===== src/rtl/mmc_cmd_pkg.sv =====
package mmc_cmd_pkg;
  // Transmitter sequencing states
  typedef enum logic [0:0] {
    TX_IDLE = 1'b0,
    TX_RUN  = 1'b1
  } tx_state_e;

  // Generator polynomial x^7 + x^3 + 1 without the x^7 term
  localparam logic [6:0] CRC7_POLY = 7'h09;
endpackage


===== src/rtl/mmc_clk_div.sv =====
module mmc_clk_div #(
  parameter int CLK_DIV = 32
) (
  input  logic clk,
  input  logic rst,
  output logic card_clk,
  output logic fall_stb
);
  localparam int HALF = CLK_DIV / 2;
  localparam int CW   = (CLK_DIV > 2) ? $clog2(CLK_DIV) : 1;

  logic [CW-1:0] cnt_q;

  always_ff @(posedge clk) begin
    if (rst) begin
      cnt_q    <= '0;
      card_clk <= 1'b0;
      fall_stb <= 1'b0;
    end else begin
      fall_stb <= 1'b0;
      if (cnt_q == CW'(CLK_DIV - 1)) begin
        cnt_q    <= '0;
        card_clk <= 1'b0;
        fall_stb <= 1'b1;
      end else begin
        cnt_q <= cnt_q + 1'b1;
        if (cnt_q == CW'(HALF - 1)) begin
          card_clk <= 1'b1;
        end
      end
    end
  end
endmodule


===== src/rtl/mmc_crc7_ser.sv =====
module mmc_crc7_ser #(
  parameter int         CRC_W = 7,
  parameter logic [6:0] POLY  = mmc_cmd_pkg::CRC7_POLY
) (
  input  logic clk,
  input  logic rst,
  input  logic clr,
  input  logic calc_en,
  input  logic shift_en,
  input  logic bit_in,
  output logic msb_o
);
  logic [CRC_W-1:0] crc_q;
  logic             fb;

  assign fb    = bit_in ^ crc_q[CRC_W-1];
  assign msb_o = crc_q[CRC_W-1];

  always_ff @(posedge clk) begin
    if (rst || clr) begin
      crc_q <= '0;
    end else if (calc_en) begin
      crc_q <= {crc_q[CRC_W-2:0], 1'b0} ^ (fb ? POLY[CRC_W-1:0] : '0);
    end else if (shift_en) begin
      crc_q <= {crc_q[CRC_W-2:0], 1'b0};
    end
  end
endmodule


===== src/rtl/mmc_frame_shift.sv =====
module mmc_frame_shift
  import mmc_cmd_pkg::*;
#(
  parameter int IDX_W = 6,
  parameter int ARG_W = 32,
  parameter int CRC_W = 7
) (
  input  logic             clk,
  input  logic             rst,
  input  logic             start,
  input  logic [IDX_W-1:0] cmd_index,
  input  logic [ARG_W-1:0] cmd_arg,
  input  logic             fall_stb,
  input  logic             crc_msb,
  output logic             crc_clr,
  output logic             crc_calc,
  output logic             crc_shift,
  output logic             crc_bit,
  output logic             busy,
  output logic             done,
  output logic             cmd_o,
  output logic             cmd_oe
);
  localparam int HDR_W   = 2 + IDX_W + ARG_W;
  localparam int FRAME_W = HDR_W + CRC_W + 1;
  localparam int CNT_W   = $clog2(FRAME_W + 1);

  tx_state_e        state_q;
  logic [HDR_W-1:0] hdr_q;
  logic [CNT_W-1:0] bit_q;
  logic             accept;
  logic             in_hdr;
  logic             in_crc;

  assign accept    = (state_q == TX_IDLE) && start;
  assign in_hdr    = bit_q < CNT_W'(HDR_W);
  assign in_crc    = !in_hdr && (bit_q < CNT_W'(HDR_W + CRC_W));
  assign crc_clr   = accept;
  assign crc_bit   = hdr_q[HDR_W-1];
  assign crc_calc  = (state_q == TX_RUN) && fall_stb && in_hdr;
  assign crc_shift = (state_q == TX_RUN) && fall_stb && in_crc;

  always_ff @(posedge clk) begin
    if (rst) begin
      state_q <= TX_IDLE;
      hdr_q   <= '0;
      bit_q   <= '0;
      busy    <= 1'b0;
      done    <= 1'b0;
      cmd_o   <= 1'b1;
      cmd_oe  <= 1'b0;
    end else begin
      done <= 1'b0;
      case (state_q)
        TX_IDLE: begin
          if (accept) begin
            hdr_q   <= {2'b01, cmd_index, cmd_arg};
            bit_q   <= '0;
            busy    <= 1'b1;
            state_q <= TX_RUN;
          end
        end
        TX_RUN: begin
          if (fall_stb) begin
            bit_q <= bit_q + 1'b1;
            if (in_hdr) begin
              cmd_o  <= hdr_q[HDR_W-1];
              cmd_oe <= 1'b1;
              hdr_q  <= {hdr_q[HDR_W-2:0], 1'b0};
            end else if (in_crc) begin
              cmd_o <= crc_msb;
            end else if (bit_q == CNT_W'(FRAME_W - 1)) begin
              cmd_o <= 1'b1;
            end else begin
              cmd_o   <= 1'b1;
              cmd_oe  <= 1'b0;
              busy    <= 1'b0;
              done    <= 1'b1;
              state_q <= TX_IDLE;
            end
          end
        end
        default: state_q <= TX_IDLE;
      endcase
    end
  end
endmodule


===== src/rtl/mmc_cmd_tx.sv =====
module mmc_cmd_tx #(
  parameter int CLK_DIV = 32,
  parameter int IDX_W   = 6,
  parameter int ARG_W   = 32,
  parameter int CRC_W   = 7
) (
  input  logic             clk,
  input  logic             rst,
  input  logic             start,
  input  logic [IDX_W-1:0] cmd_index,
  input  logic [ARG_W-1:0] cmd_arg,
  output logic             busy,
  output logic             done,
  output logic             card_clk,
  output logic             cmd_o,
  output logic             cmd_oe
);
  logic fall_stb;
  logic crc_clr, crc_calc, crc_shift, crc_bit, crc_msb;

  mmc_clk_div #(.CLK_DIV(CLK_DIV)) u_div (
    .clk      (clk),
    .rst      (rst),
    .card_clk (card_clk),
    .fall_stb (fall_stb)
  );

  mmc_crc7_ser #(.CRC_W(CRC_W)) u_crc (
    .clk      (clk),
    .rst      (rst),
    .clr      (crc_clr),
    .calc_en  (crc_calc),
    .shift_en (crc_shift),
    .bit_in   (crc_bit),
    .msb_o    (crc_msb)
  );

  mmc_frame_shift #(.IDX_W(IDX_W), .ARG_W(ARG_W), .CRC_W(CRC_W)) u_shift (
    .clk       (clk),
    .rst       (rst),
    .start     (start),
    .cmd_index (cmd_index),
    .cmd_arg   (cmd_arg),
    .fall_stb  (fall_stb),
    .crc_msb   (crc_msb),
    .crc_clr   (crc_clr),
    .crc_calc  (crc_calc),
    .crc_shift (crc_shift),
    .crc_bit   (crc_bit),
    .busy      (busy),
    .done      (done),
    .cmd_o     (cmd_o),
    .cmd_oe    (cmd_oe)
  );
endmodule


===== config.mk =====
export PLATFORM = sky130hd
export DESIGN_NAME = mmc_cmd_tx
export DESIGN_NICKNAME = d
export VERILOG_FILES = /design/src/rtl/mmc_cmd_pkg.sv /design/src/rtl/mmc_clk_div.sv /design/src/rtl/mmc_crc7_ser.sv /design/src/rtl/mmc_frame_shift.sv /design/src/rtl/mmc_cmd_tx.sv
export SDC_FILE = /design/constraint.sdc
export NUM_CORES = 1
export LEC_CHECK = 0
export ABC_AREA = 1
export BUFFER_PORTS_ARGS = -buffer_cell sky130_fd_sc_hd__clkbuf_2
export CORE_AREA = 2 2 112 114
export CTS_BUF_LIST = sky130_fd_sc_hd__clkbuf_8 sky130_fd_sc_hd__clkbuf_16
export CTS_CLUSTER_DIAMETER = 100
export DETAILED_ROUTE_END_ITERATION = 8
export DIE_AREA = 0 0 114 116
export SETUP_SLACK_MARGIN = 0.2
export SLEW_MARGIN = 30
export SYNTH_ARGS = -nofsm -noshare
export SYNTH_HDL_FRONTEND = slang
export SYNTH_HIERARCHICAL = 1
export SYNTH_SLANG_ARGS = --single-unit

===== constraint.sdc =====
create_clock -name clk -period 2.3 [get_ports clk]
set_clock_uncertainty 0.2 [all_clocks]
set_input_delay 0.23 -clock clk [delete_from_list [all_inputs] [get_ports clk]]
set_output_delay 0.23 -clock clk [all_outputs]
set_load 0.005 [all_outputs]

## After elaboration in Yosys (flattened, before gate mapping)

Index checks and enable logic that the tools add are counted.

| cells by class | value |
|---|---|
| order comparisons | 2 |
| reductions and logical operators | 15 |
| add/sub/neg operators | 2 |
| multiplexer cells | 27 |
| eq/ne operators | 11 |
| bitwise gates (word level) | 4 |

Operators by type and width:

| kind | number |
|---|---|
| 40-bit 2-to-1 mux | 3 |
| 40-bit case mux with 2 select lines | 1 |
| 1-bit 2-to-1 mux | 15 |
| 7-bit 2-to-1 mux | 2 |
| 6-bit < comparator (second input constant) | 2 |
| 6-bit 2-to-1 mux | 2 |
| 2-bit != test (second input constant) | 6 |
| 6-bit case mux with 2 select lines | 1 |
| 7-bit XOR | 1 |
| 6-bit by 1-bit adder with 6-bit output (second input constant) | 1 |
| 6-bit equality test (second input constant) | 1 |
| 5-bit by 1-bit adder with 5-bit output (second input constant) | 1 |
| 5-bit by 4-bit equality test with 1-bit output (second input constant) | 1 |
| 5-bit equality test (second input constant) | 1 |
| 1-bit logical AND | 5 |
| 5-bit AND reduction | 1 |
| 5-bit OR reduction | 1 |
| 4-bit 2-to-1 mux | 1 |
| 2-bit by 1-bit != test with 1-bit output (second input constant) | 2 |
| 1-bit case mux with 2 select lines | 2 |
| 2-bit AND reduction | 2 |
| 4-bit AND reduction | 1 |
| 3-bit AND reduction | 1 |
| 1-bit NOT | 2 |
| 5 further kinds | 5 |

| word-level totals | value |
|---|---|
| input port bits | 41 |
| register bits after elaboration | 65 |
| output and inout port bits | 5 |
| word-level logic and storage cells | 72 |

## Depth between registers and ports, before layout

Gate-level depths: netlist of the first run.

| depth | value |
|---|---|
| depth after elaboration | 7 |
| depth in mapped cells | 10 |
| depth with buffers taken out | 10 |

## Cells and area by module

The synthesis of the first run kept the hierarchy.

By module, submodules not included:

| module | area an instance (µm²) | cells an instance | instances | sequential area each (µm²) |
|---|---|---|---|---|
| mmc_frame_shift | 2364.8 | 371 | 1 | 1021.0 |
| mmc_crc7_ser | 306.5 | 45 | 1 | 140.1 |
| mmc_clk_div | 279.0 | 31 | 1 | 140.1 |

## Least setup slack after synthesis of the first run

OpenSTA, ideal clock, no wires.

| timing | value |
|---|---|
| kind | register to register |
| start point | register u_div.cnt_q[0] |
| end point | register u_div.cnt_q[2] |
| setup time | 0.072 ns |
| buffers on the path | 1 |
| slack | 0.752 ns |
| arrival time | 1.275 ns |
| stages on the path, launching flop included | 8 |
| cell sequence | dfxtp_1 > ha_1 > nand2_1 > nor2_1 > ha_1 > or2_1 > buf_6 > nor3b_2 |

| between the ends | value |
|---|---|
| cells in the longest elaborated chain, start to end | 2 |

RTL lines:

| item | RTL line | text |
|---|---|---|
| start: declaration | mmc_clk_div.sv:12 | `logic [CW-1:0] cnt_q;` |
| start signal: assignment | mmc_clk_div.sv:26 | `cnt_q <= cnt_q + 1'b1;` |
| branches (longest 2 deep; another with 5-bit by 1-bit adder with 5-bit output) | - |  |

Several ways; the timed one is not identified.
A chain may end at the register's enable or synchronous reset.

## Final worst setup path of the first run

| timing | value |
|---|---|
| start point | input start |
| end point | register u_shift.hdr_q[14] |

| between the ends | value |
|---|---|
| cells in the longest elaborated chain, start to end | 3 |

RTL lines:

| item | RTL line | text |
|---|---|---|
| start: declaration | mmc_cmd_tx.sv:9 | `input logic start,` |
| 1-bit logical AND | mmc_frame_shift.sv:35 | `assign accept = (state_q == TX_IDLE) && start;` |
| via crc_clr | mmc_cmd_tx.sv:19 | `logic crc_clr, crc_calc, crc_shift, crc_bit, crc_msb;` |
| 2-bit != test (no line) | - |  |
| 3-bit AND reduction (no line) | - |  |
| end signal: assignment | mmc_frame_shift.sv:57 | `hdr_q <= {2'b01, cmd_index, cmd_arg};` |
| end signal: assignment | mmc_frame_shift.sv:69 | `hdr_q <= {hdr_q[HDR_W-2:0], 1'b0};` |
| end: declaration | mmc_frame_shift.sv:29 | `logic [HDR_W-1:0] hdr_q;` |

The timed path passes the listed nets, and every way through them passes these cells.

==> results of run 1 <==
==> repair_timing <==
| action | in CTS | in global routing |
|---|---|---|
| buffers inserted | 0 | 0 |
| hold endpoints to repair | 1 | 0 |
| hold buffers | 1 | 0 |
| endpoints found under the setup margin | 0 | 0 |
==> final cells by class <==
cell class                      instances  area, um2  area share, %
Tap cell                              147        184           5.13
Inverter                               27        101           2.82
Timing Repair Buffer                   52        280           7.81
Sequential cell                        65       1300           36.3
Clock buffer                           10        239           6.66
Multi-Input combinational cell        334       1420           39.7
Clock inverter                          6       58.8           1.64
==> metrics by stage <==
| step | hold WS (ns) | utilization [%] |
|---|---|---|
| detailed placement | 0.258 | 27.5 |
| finish | 0.0184 | 30.1 |
| global route | 0.0154 | 30.1 |
| global placement | 0.247 | 27.5 |
| floorplan | 0.0991 | - |
| CTS | 0.0134 | 30.1 |
==> worst max-delay path: stages <==
cell           delay (ns)
dlygate4sd3_1        0.53
clkbuf_2             0.10
inv_1                0.08
nor2_1               0.08
inv_2                0.14
nand2_4              0.11
inv_2                0.48
nor2_1               0.10
nor2_1               0.12
==> routing by layer <==
layer	wire length, um	GRT usage [%]	share of wire [%]
met5	0	0	0
met4	76	3.98	1.1
met3	302	3.19	4.5
met2	3080	17.5	45
met1	3310	13.8	49
==> how the worst max path moves through the flow <==
stage / startpoint / endpoint / slack (ns) / cells past startpoint
CTS: start / u_shift/hdr_q[17] / 0.36 / 9
global route: start / u_shift/hdr_q[27] / 0.20 / 9
detailed placement: u_shift/bit_q[3] / u_shift/hdr_q[17] / 0.52 / 6
finish: start / u_shift/hdr_q[14] / 0.36 / 9
global placement: u_shift/state_q / u_shift/hdr_q[25] / 0.59 / 7
floorplan: u_div/cnt_q[0] / u_div/cnt_q[2] / 0.75 / 7
==> flip-flops by register name (all words and copies together), names as in the netlist <==
signal,flops
u_shift/hdr_q,40
u_crc/crc_q,7
u_shift/bit_q,6
u_div/cnt_q,5
u_div/card_clk,1
u_div/fall_stb,1
u_shift/busy,1
u_shift/cmd_o,1
u_shift/cmd_oe,1
u_shift/done,1
u_shift/state_q,1
==> cell usage after synthesis <==
cell type and number:
a22oi_1 1, nand2_4 1, o21ai_1 10, inv_1 23, o21ai_2 1, o21ai_0 32
dfxtp_1 65, inv_2 4, ha_1 4, nor2_1 100, buf_4 3, or2_1 1
nand4_1 2, nor2_4 1, buf_6 3, clkbuf_2 1, buf_2 8, clkbuf_1 6
nand2_2 3, nor2_2 1, nor3_1 2, nor3b_2 1, nand2_1 150, a21oi_1 16
nand3_1 8
==> cells by family after synthesis <==
family | Yosys count | synth area share [%]
flip-flops | 65 | 44.1
AND/OR/NAND/NOR | 270 | 36.2
AO/OA/AOI/OAI | 60 | 10.4
adder cells (fa/ha/maj) | 4 | 1.70
buffers and inverters | 48 | 7.63
==> where the power goes <==
| part | leakage (uW) | internal (uW) | switching (uW) |
|---|---|---|---|
| Combinational | 0.00104 | 100 | 165 |
| Clock | 0.000146 | 859 | 482 |
| Sequential | 0.000533 | 1190 | 31.4 |
| Total | 0.00172 | 2150 | 679 |
==> results_dict.tcl, run 1 <==
set metrics [dict create \
    finalWeightedCongestion 0.782 \
    r2r_setup_slack_ns 0.51 \
    place_hpwl_um 4550 \
    areaGrowthSynthToFinish_pct 21.6 \
    setup_viol 0 \
    die_w_um 114 \
    outcome "completed" \
    layout_common_cells "150 x nand2_1, 100 x nor2_1, 65 x dfxtp_1, 45 x clkbuf_2, 32 x o21ai_0" \
    finalPower_uw 2830 \
    crit_fanout 37 \
    overflow 0 \
    synthTopCellsByArea "dfxtp_1 44%, nand2_1 19%, nor2_1 13%" \
    cts-buffers-inserted 9 \
    finalHoldViolCount 0 \
    rows 40 \
    core_um2 11900 \
    yosysTopAreaCell "dfxtp_1" \
    wl_um 6760 \
    die_area_um2 13200 \
    post_cts_resized 0 \
    num-fill-cells 1293 \
    syn_area_um2 2950 \
    drc 0 \
    dp.cells 624 \
    ant_nets 0 \
    root_buffer "clkbuf_16" \
    period_minus_slack_ns 1.94 \
    ys_types 25 \
    mostFrequentLayoutCell "nand2_1" \
    r2r_start "u_shift/bit_q[3]" \
    vias_per_cell 4.28 \
    min_from "rst" \
    setup.worst_path.start_class "input port" \
    tightest_slew_ns 0.635 \
    clk_pin_slew_worst_paths_ns 0.06 \
    setup_ws_ns 0.360 \
    ff2ff_path_depth 6 \
    crit_type "in2reg" \
    irDropWorstVdd_mv 0.368 \
    ys_warn_count 6 \
    seq_area_frac_synth_pct 44.1 \
    synth-seq-cells 65 \
    powerDensity_nw_per_um2 788 \
    grt_max_degree 40 \
    fin_area_um2 3590 \
    start_util_pct 24.8 \
    slew_headroom_pct 57.6 \
    synth_nets 492 \
    syn_area_per_cell_um2 6.60 \
    worstPathRequired_ns 2.36 \
    antennaDiodeCount 0 \
    final_cells 641 \
    worst_hold_path.endpoint "u_shift/bit_q[5]" \
    fmax_mhz 515 \
    fin_crit_sh_pct 84.4 \
    die_h_um 116 \
    maxCapViolCount 0 \
    io_pins 46 \
    dpl_cell_area_um2 3280 \
    post_drt_wl_per_cell_um 10.6 \
    clock_latency_ns 0.32 \
    drt_iter0_drc 150 \
    drive_above_1_share_pct 15.8 \
    dr.pass1.iters 4 \
    clockBufferDepth 2 \
    hold_path.class "in2reg" \
    grt_usage_pct 10.8 \
    htree_levels 3 \
    fin_nets 534 \
    synth_top_cell_area_share_pct 44.1 \
    grt_pass1_vias 2614 \
    p_leak_uw 0.00172 \
    vias 2745 \
    cts_tree "built" \
    netlist_instances 447 \
    rr_endpoint "u_shift/hdr_q[14]" \
    slew_viol_final 0 \
    grt_pass1_wl_um 11500 \
    hold_depth 2 \
    cp.arrival_ns 2.00 \
    clkSinkCount 65 \
    cp-end-kind "flop" \
    grt_setup_unrepaired "no" \
    timing.setup.tns_ns 0 \
    antenna_found_initial 0 \
    dp_worst_setup_slack_ns 0.520 \
    port_buffers 45 \
]
No activity file was read; power rests on OpenSTA's default activity.
==> run 2: changes to the inputs <==
ABC_AREA = 0   (was 1)
CORE_AREA = 2 2 117 119   (was 2 2 112 114)
DIE_AREA = 0 0 119 121   (was 0 0 114 116)
clock period = 1.8 ns   (was 2.3 ns; I/O delays follow)
==> run 2 against run 1 <==
The flow now finishes with violations (hold timing). Synthesized area up 8.9%. First-iteration DRC count down 30%. Sequential cell count unchanged. Largest cell class unchanged. Highest routed layer unchanged. Global-route usage up 0.62 points.
==> results_dict.tcl, run 2 <==
set metrics [dict create \
    irDropWorstVdd_mv 0.426 \
    port_buffers 45 \
    ys_warn_count 6 \
    grt_max_degree 59 \
    fin_crit_sh_pct 90.8 \
    synth_edf_count 0 \
    crit_slowest_cell "a2111oi_4" \
    synth_top_cell_area_share_pct 40.5 \
    setup.worst_path.start_class "flop" \
    post_drt_wl_per_cell_um 14.6 \
    synth_nets 354 \
    finalWeightedCongestion 0.800 \
    syn_area_um2 3210 \
    dr.pass1.iters 4 \
    outcome "complete, but fails checks" \
    grt_pass1_wl_um 13000 \
    whs_ns -0.00532 \
    grt_usage_pct 11.5 \
    setup_viol 0 \
    die_area_um2 14400 \
    cp-end-kind "flop" \
    synthTopCellsByArea "dfxtp_1 41%, a211oi_2 12%, mux2i_1 12%" \
    failed_checks "hold timing" \
    io_pins 46 \
    grt_pass1_vias 2649 \
    vias 2617 \
    antennaDiodeCount 0 \
    clockBufferDepth 2 \
    layout_common_cells "57 x dfxtp_1, 45 x clkbuf_2, 40 x a211oi_1, 37 x mux2i_1, 34 x a211oi_2" \
    crit_type "reg2reg" \
    antenna_found_initial 0 \
    hold_path.class "in2reg" \
    worstPathRequired_ns 1.86 \
    hold_depth 3 \
    min_from "cmd_index[1]" \
    slew_viol_final 0 \
    overflow 0 \
    fin_nets 424 \
    seq_area_frac_synth_pct 40.5 \
    fin_area_um2 4440 \
    largest_reg_flops 40 \
    cp.arrival_ns 1.70 \
    yosysMostFrequentCell "dfxtp_1" \
    core_um2 13100 \
    drt_iter0_drc 105 \
    root_buffer "clkbuf_16" \
    wl_um 8160 \
    drc 0 \
    r2r_setup_slack_ns 0.17 \
    p_leak_uw 0.00162 \
    syn_area_per_cell_um2 10.4 \
    ys_types 48 \
    mostFrequentLayoutCell "dfxtp_1" \
    rr_endpoint "u_crc/crc_q[4]" \
    clk_pin_slew_worst_paths_ns 0.05 \
    synth-seq-cells 65 \
    slew_headroom_pct 75.7 \
    cts-buffers-inserted 9 \
    grt_setup_unrepaired "yes" \
    synth_common_cells "65 x dfxtp_1, 44 x a211oi_1, 37 x mux2i_1, 30 x a211oi_2, 13 x buf_2" \
    htree_levels 3 \
    drive_above_1_share_pct 41.9 \
    ff2ff_path_depth 5 \
    start_util_pct 24.5 \
    finalHoldViolCount 1 \
    netlist_instances 309 \
    powerDensity_nw_per_um2 857 \
    crit_start "u_shift/bit_q[0]" \
    die_h_um 121 \
    r2r_start "u_shift/bit_q[0]" \
    async_reset_ff_share_pct 0 \
    place_hpwl_um 4980 \
    critPathMaxStageDelay_ns 0.43 \
    ant_nets 0 \
    period_minus_slack_ns 1.63 \
    rows 42 \
    timing.setup.tns_ns 0 \
    areaGrowthSynthToFinish_pct 38.2 \
    num-fill-cells 1308 \
    fmax_mhz 612 \
    dpl_cell_area_um2 3650 \
    die_w_um 119 \
    top_register "u_shift/hdr_q" \
    cts_tree "built" \
    yosysTopAreaCell "dfxtp_1" \
    reg.largest.list "u_shift/hdr_q x40, u_crc/crc_q x7, u_shift/bit_q x6" \
    path_cells "ha_4, a2111oi_4, buf_4, o21ai_2, a21oi_1" \
    tightest_slew_ns 0.363 \
    clkSinkCount 65 \
    synth_ff_type "dfxtp_1" \
    clock_latency_ns 0.34 \
    maxCapViolCount 0 \
    post-route-util_pct 33.9 \
    vias_per_cell 4.67 \
    crit_fanout 6 \
    worst_hold_path.endpoint "u_shift/hdr_q[33]" \
]
run 2: worst max-delay path by stage:
stage                           endpoint  slack [ns]  cells past startpoint
final                     u_crc/crc_q[4]        0.17                      5
after floorplan           u_crc/crc_q[3]        0.02                      9
after detailed placement  u_crc/crc_q[3]        0.05                      5
after global routing      u_crc/crc_q[3]        0.07                      5
after global placement     u_shift/cmd_o        0.09                      4
after CTS                 u_crc/crc_q[3]        0.15                      5
run 2: per-layer routing:
| metal | global-route usage (%) | routed length, um | vias to the layer above |
|---|---|---|---|
| met4 | 5.80 | 170 | 0 |
| met3 | 3.52 | 389 | 13 |
| met2 | 17.8 | 3760 | 51 |
| met1 | 14.4 | 3830 | 1228 |
| li1 | - | - | 1325 |
| met5 | 0 | 0 | - |
run 2: power by group:
| part | leakage, uW | switching (uW) | total, uW | internal (uW) |
|---|---|---|---|---|
| registers | 0.000537 | 47.9 | 1570 | 1520 |
| logic | 0.000934 | 237 | 500 | 263 |
| clock network | 0.000146 | 638 | 1740 | 1100 |
run 2: final cells by class:
class / count / area, um2 / area share [%]
Multi-Input combinational cell: 206 / 1820 / 41.1
Sequential cell: 65 / 1320 / 29.7
Timing Repair Buffer: 92 / 754 / 17.0
Clock buffer: 10 / 239 / 5.38
Tap cell: 176 / 220 / 4.96
Clock inverter: 6 / 58.8 / 1.32
Inverter: 5 / 26.3 / 0.592
run 2: critical path, delay by kind of cell (launching register included):
family | cells | cell delay [ns]
adder cells (fa/ha/maj) | 1 | 0.17
AO/OA/AOI/OAI | 3 | 0.63
buffers and inverters | 1 | 0.24
flip-flops | 1 | 0.33
run 2: timing repair:
action	in CTS	in global routing
pin swaps	12	5
gates cloned	0	4
setup buffers	3	8
setup endpoints to repair	27	52
hold buffers	15	0
hold endpoints to repair	15	0
resized for setup	24	23
run 2: cells by family (layout without fill, tap and decap cells):
group	Yosys count	in the layout	share of synthesized area, %
AO/OA/AOI/OAI	110	110	29.1
multiplexers	38	38	12.0
buffers and inverters	38	113	7.40
adder cells (fa/ha/maj)	4	4	1.56
XOR/XNOR	3	3	0.818
flip-flops	65	65	40.5
AND/OR/NAND/NOR	51	51	8.61
run 2: per-stage QoR:
step | setup WS (ns) | cells | power, uW
after global placement | 0.0866 | 514 | 2000
after global routing | 0.0725 | 560 | 3960
final | 0.165 | 560 | 3800
after CTS | 0.148 | 548 | 3770
after detailed placement | 0.0454 | 514 | 2010
after floorplan | 0.0192 | 309 | 1910
==> run 3: changes to the inputs <==
CORE_AREA = 2 2 112 114   (was 2 2 117 119)
DIE_AREA = 0 0 114 116   (was 0 0 119 121)
SYNTH_HIERARCHICAL = not set   (was 1)
==> run 3 against run 2 <==
The flow now finishes without violations. Synthesized area decreased by 8.7%. Global-route usage shrank 0.82 points. Hold slack gained 0.012 ns. Utilization up 1.9 points. Synthesized cell count decreased by 6.1%. Die area is 8.2% lower. Cell count decreased by 8.0%. Clock power increased by 5%. Sequential power about the same. Final area fell by 4.0%. Critical path type unchanged.
==> results_dict.tcl, run 3 <==
set metrics [dict create \
    mostFrequentLayoutCell "dfxtp_1" \
    die_h_um 116 \
    powerDensity_nw_per_um2 924 \
    rows 40 \
    areaGrowthSynthToFinish_pct 45.4 \
    fin_crit_sh_pct 90.0 \
    root_buffer "clkbuf_16" \
    layout_common_cells "59 x dfxtp_1, 58 x nor2_1, 45 x clkbuf_2, 42 x mux2i_1, 35 x a211oi_2" \
    synth_top_cell_area_share_pct 44.4 \
    hold_path.class "in2reg" \
    fin_area_um2 4260 \
    largest_reg_flops 40 \
    htree_levels 3 \
    fin_nets 409 \
    path_cells "o21a_4, o21ai_4, buf_12, buf_12, clkbuf_16, a211oi_2" \
    period_minus_slack_ns 1.62 \
    multiInputGateArea_um2 1570 \
    die_w_um 114 \
    synth_edf_count 0 \
    min_from "cmd_arg[23]" \
    core_um2 11900 \
    wl_um 7430 \
    clk_pin_slew_worst_paths_ns 0.05 \
    yosysMostFrequentCell "dfxtp_1" \
    num-fill-cells 1191 \
    synth_nets 335 \
    crit_slowest_cell "dfxtp_4" \
    crit_type "reg2reg" \
    cts-buffers-inserted 9 \
    syn_area_um2 2930 \
    tightest_slew_ns 0.326 \
    drive_above_1_share_pct 39.1 \
    grt_usage_pct 10.6 \
    drc 0 \
    p_leak_uw 0.00169 \
    async_reset_ff_share_pct 0 \
    dr.pass1.iters 4 \
    clock_latency_ns 0.33 \
    setup_viol 0 \
    ant_nets 0 \
    outcome "completed" \
    drt_iter0_drc 121 \
    grt_pass1_wl_um 10900 \
    cts_tree "built" \
    start_util_pct 24.6 \
    maxCapViolCount 0 \
    fmax_mhz 617 \
    cp-end-kind "flop" \
    reg.largest.list "u_shift.hdr_q x40, u_crc.crc_q x7, u_shift.bit_q x6" \
    vias 2368 \
    die_area_um2 13200 \
    dpl_cell_area_um2 3320 \
    ys_warn_count 0 \
    port_buffers 45 \
    timing.setup.tns_ns 0 \
    grt_max_degree 41 \
    grt_pass1_vias 2305 \
    finalWeightedCongestion 0.816 \
    syn_area_per_cell_um2 10.1 \
    crit_fanout 6 \
    r2r_start "u_shift.bit_q[3]" \
    synthTopCellsByArea "dfxtp_1 44%, mux2i_1 14%, a211oi_2 13%" \
    ff_latch_area_um2 1320 \
    clockBufferDepth 2 \
    grt_setup_unrepaired "yes" \
    crit_top_cell "buf_12" \
    overflow 0 \
    top_register "u_shift.hdr_q" \
    ys_types 36 \
    netlist_instances 290 \
    crit_start "u_shift.bit_q[3]" \
    slew_headroom_pct 78.2 \
    critPathMaxStageDelay_ns 0.37 \
    finalHoldViolCount 0 \
    antenna_found_initial 0 \
    irDropWorstVdd_mv 0.365 \
    worstPathRequired_ns 1.81 \
    slew_viol_final 0 \
    cp.arrival_ns 1.63 \
    synth-seq-cells 65 \
    yosysTopAreaCell "dfxtp_1" \
    post_drt_wl_per_cell_um 14.4 \
    place_hpwl_um 4080 \
    setup.worst_path.start_class "flop" \
    antennaDiodeCount 0 \
    clkSinkCount 65 \
    vias_per_cell 4.60 \
    synth_ff_type "dfxtp_1" \
    seq_area_frac_synth_pct 44.4 \
    io_pins 46 \
    synth_common_cells "65 x dfxtp_1, 61 x nor2_1, 42 x mux2i_1, 30 x a211oi_2, 9 x a211oi_1" \
]
==> run 3: changes by cell type in the layout (fill, tap and decap cells not counted), sizes merged, moves of 5 or more <==
cell and change:
buf -7, clkbuf +9, nand3 -5, dlygate4sd3 -7
o21ai -8, nor2 +53, mux2i +5, a211oi -35
==> run 3: final timing paths <==
| check | cells after the start | endpoint | slack [ns] |
|---|---|---|---|
| hold / removal | 3 | u_shift.hdr_q[23] | 0.007 |
| setup / recovery | 6 | u_shift.hdr_q[9] | 0.18 |
| hold reg to reg | 1 | u_div.cnt_q[0] | 0.27 |
| setup reg to reg | 6 | u_shift.hdr_q[9] | 0.18 |
==> run 3: repair_timing <==
item | CTS | global route
pin swaps | 7 | 35
cloned | 2 | 13
setup endpoints to repair | 36 | 45
buffers inserted | 6 | 3
hold buffers | 8 | 0
resized for setup | 14 | 16
hold endpoints to repair | 8 | 0
==> run 3: cell families (layout without fill, tap and decap cells) <==
family | after synthesis | in the layout | share of synthesized area [%]
flops | 65 | 65 | 44.4
compound gates | 58 | 58 | 19.5
mux | 43 | 43 | 14.7
simple gates | 92 | 92 | 13.5
xor+xnor | 5 | 5 | 1.49
buf+inv | 23 | 101 | 4.69
fa+ha+maj | 4 | 4 | 1.71
==> run 3: metrics by stage <==
stage	cells	utilization (%)	hold WS, ns	worst slack, ns	power, uW
after floorplan	290	-	0.0958	0.214	1880
after global placement	468	27.9	0.251	0.145	1980
after detailed placement	468	27.9	0.261	0.116	1990
after CTS	499	32.7	0.000834	0.192	3870
after global routing	515	35.8	0.0153	0.117	4100
final	515	35.8	0.00655	0.180	3940
==> run 3: cell type report <==
| cell class | count | share of cell area [%] |
|---|---|---|
| multi-input cells | 202 | 36.9 |
| flip-flops and latches | 65 | 30.9 |
| repair buffers | 84 | 20.2 |
| clock buffers | 13 | 6.58 |
| well taps | 147 | 4.32 |
| clock inverters | 2 | 0.822 |
| inverters | 2 | 0.176 |
==> run 3: routing by layer <==
metal | track usage, % | vias to the layer above | part of all wire [%]
met4 | 3.58 | 0 | 1.0
met5 | 0 | - | 0
li1 | - | 1183 | -
met2 | 19.0 | 58 | 50
met3 | 3.66 | 6 | 4.3
met1 | 11.9 | 1121 | 45
==> run 3: where the power goes <==
part           switching [uW]  leakage, uW  total, uW  internal, uW
logic                     258     0.000992        560           302
registers                45.9     0.000537       1560          1520
clock network             604     0.000158       1820          1210
==> run 3: critical path, delay by kind of cell, from the launching register on <==
kind	cells	cell delay, ns
buffers and inverters	3	0.45
AO/OA/AOI/OAI	3	0.48
flip-flops	1	0.37
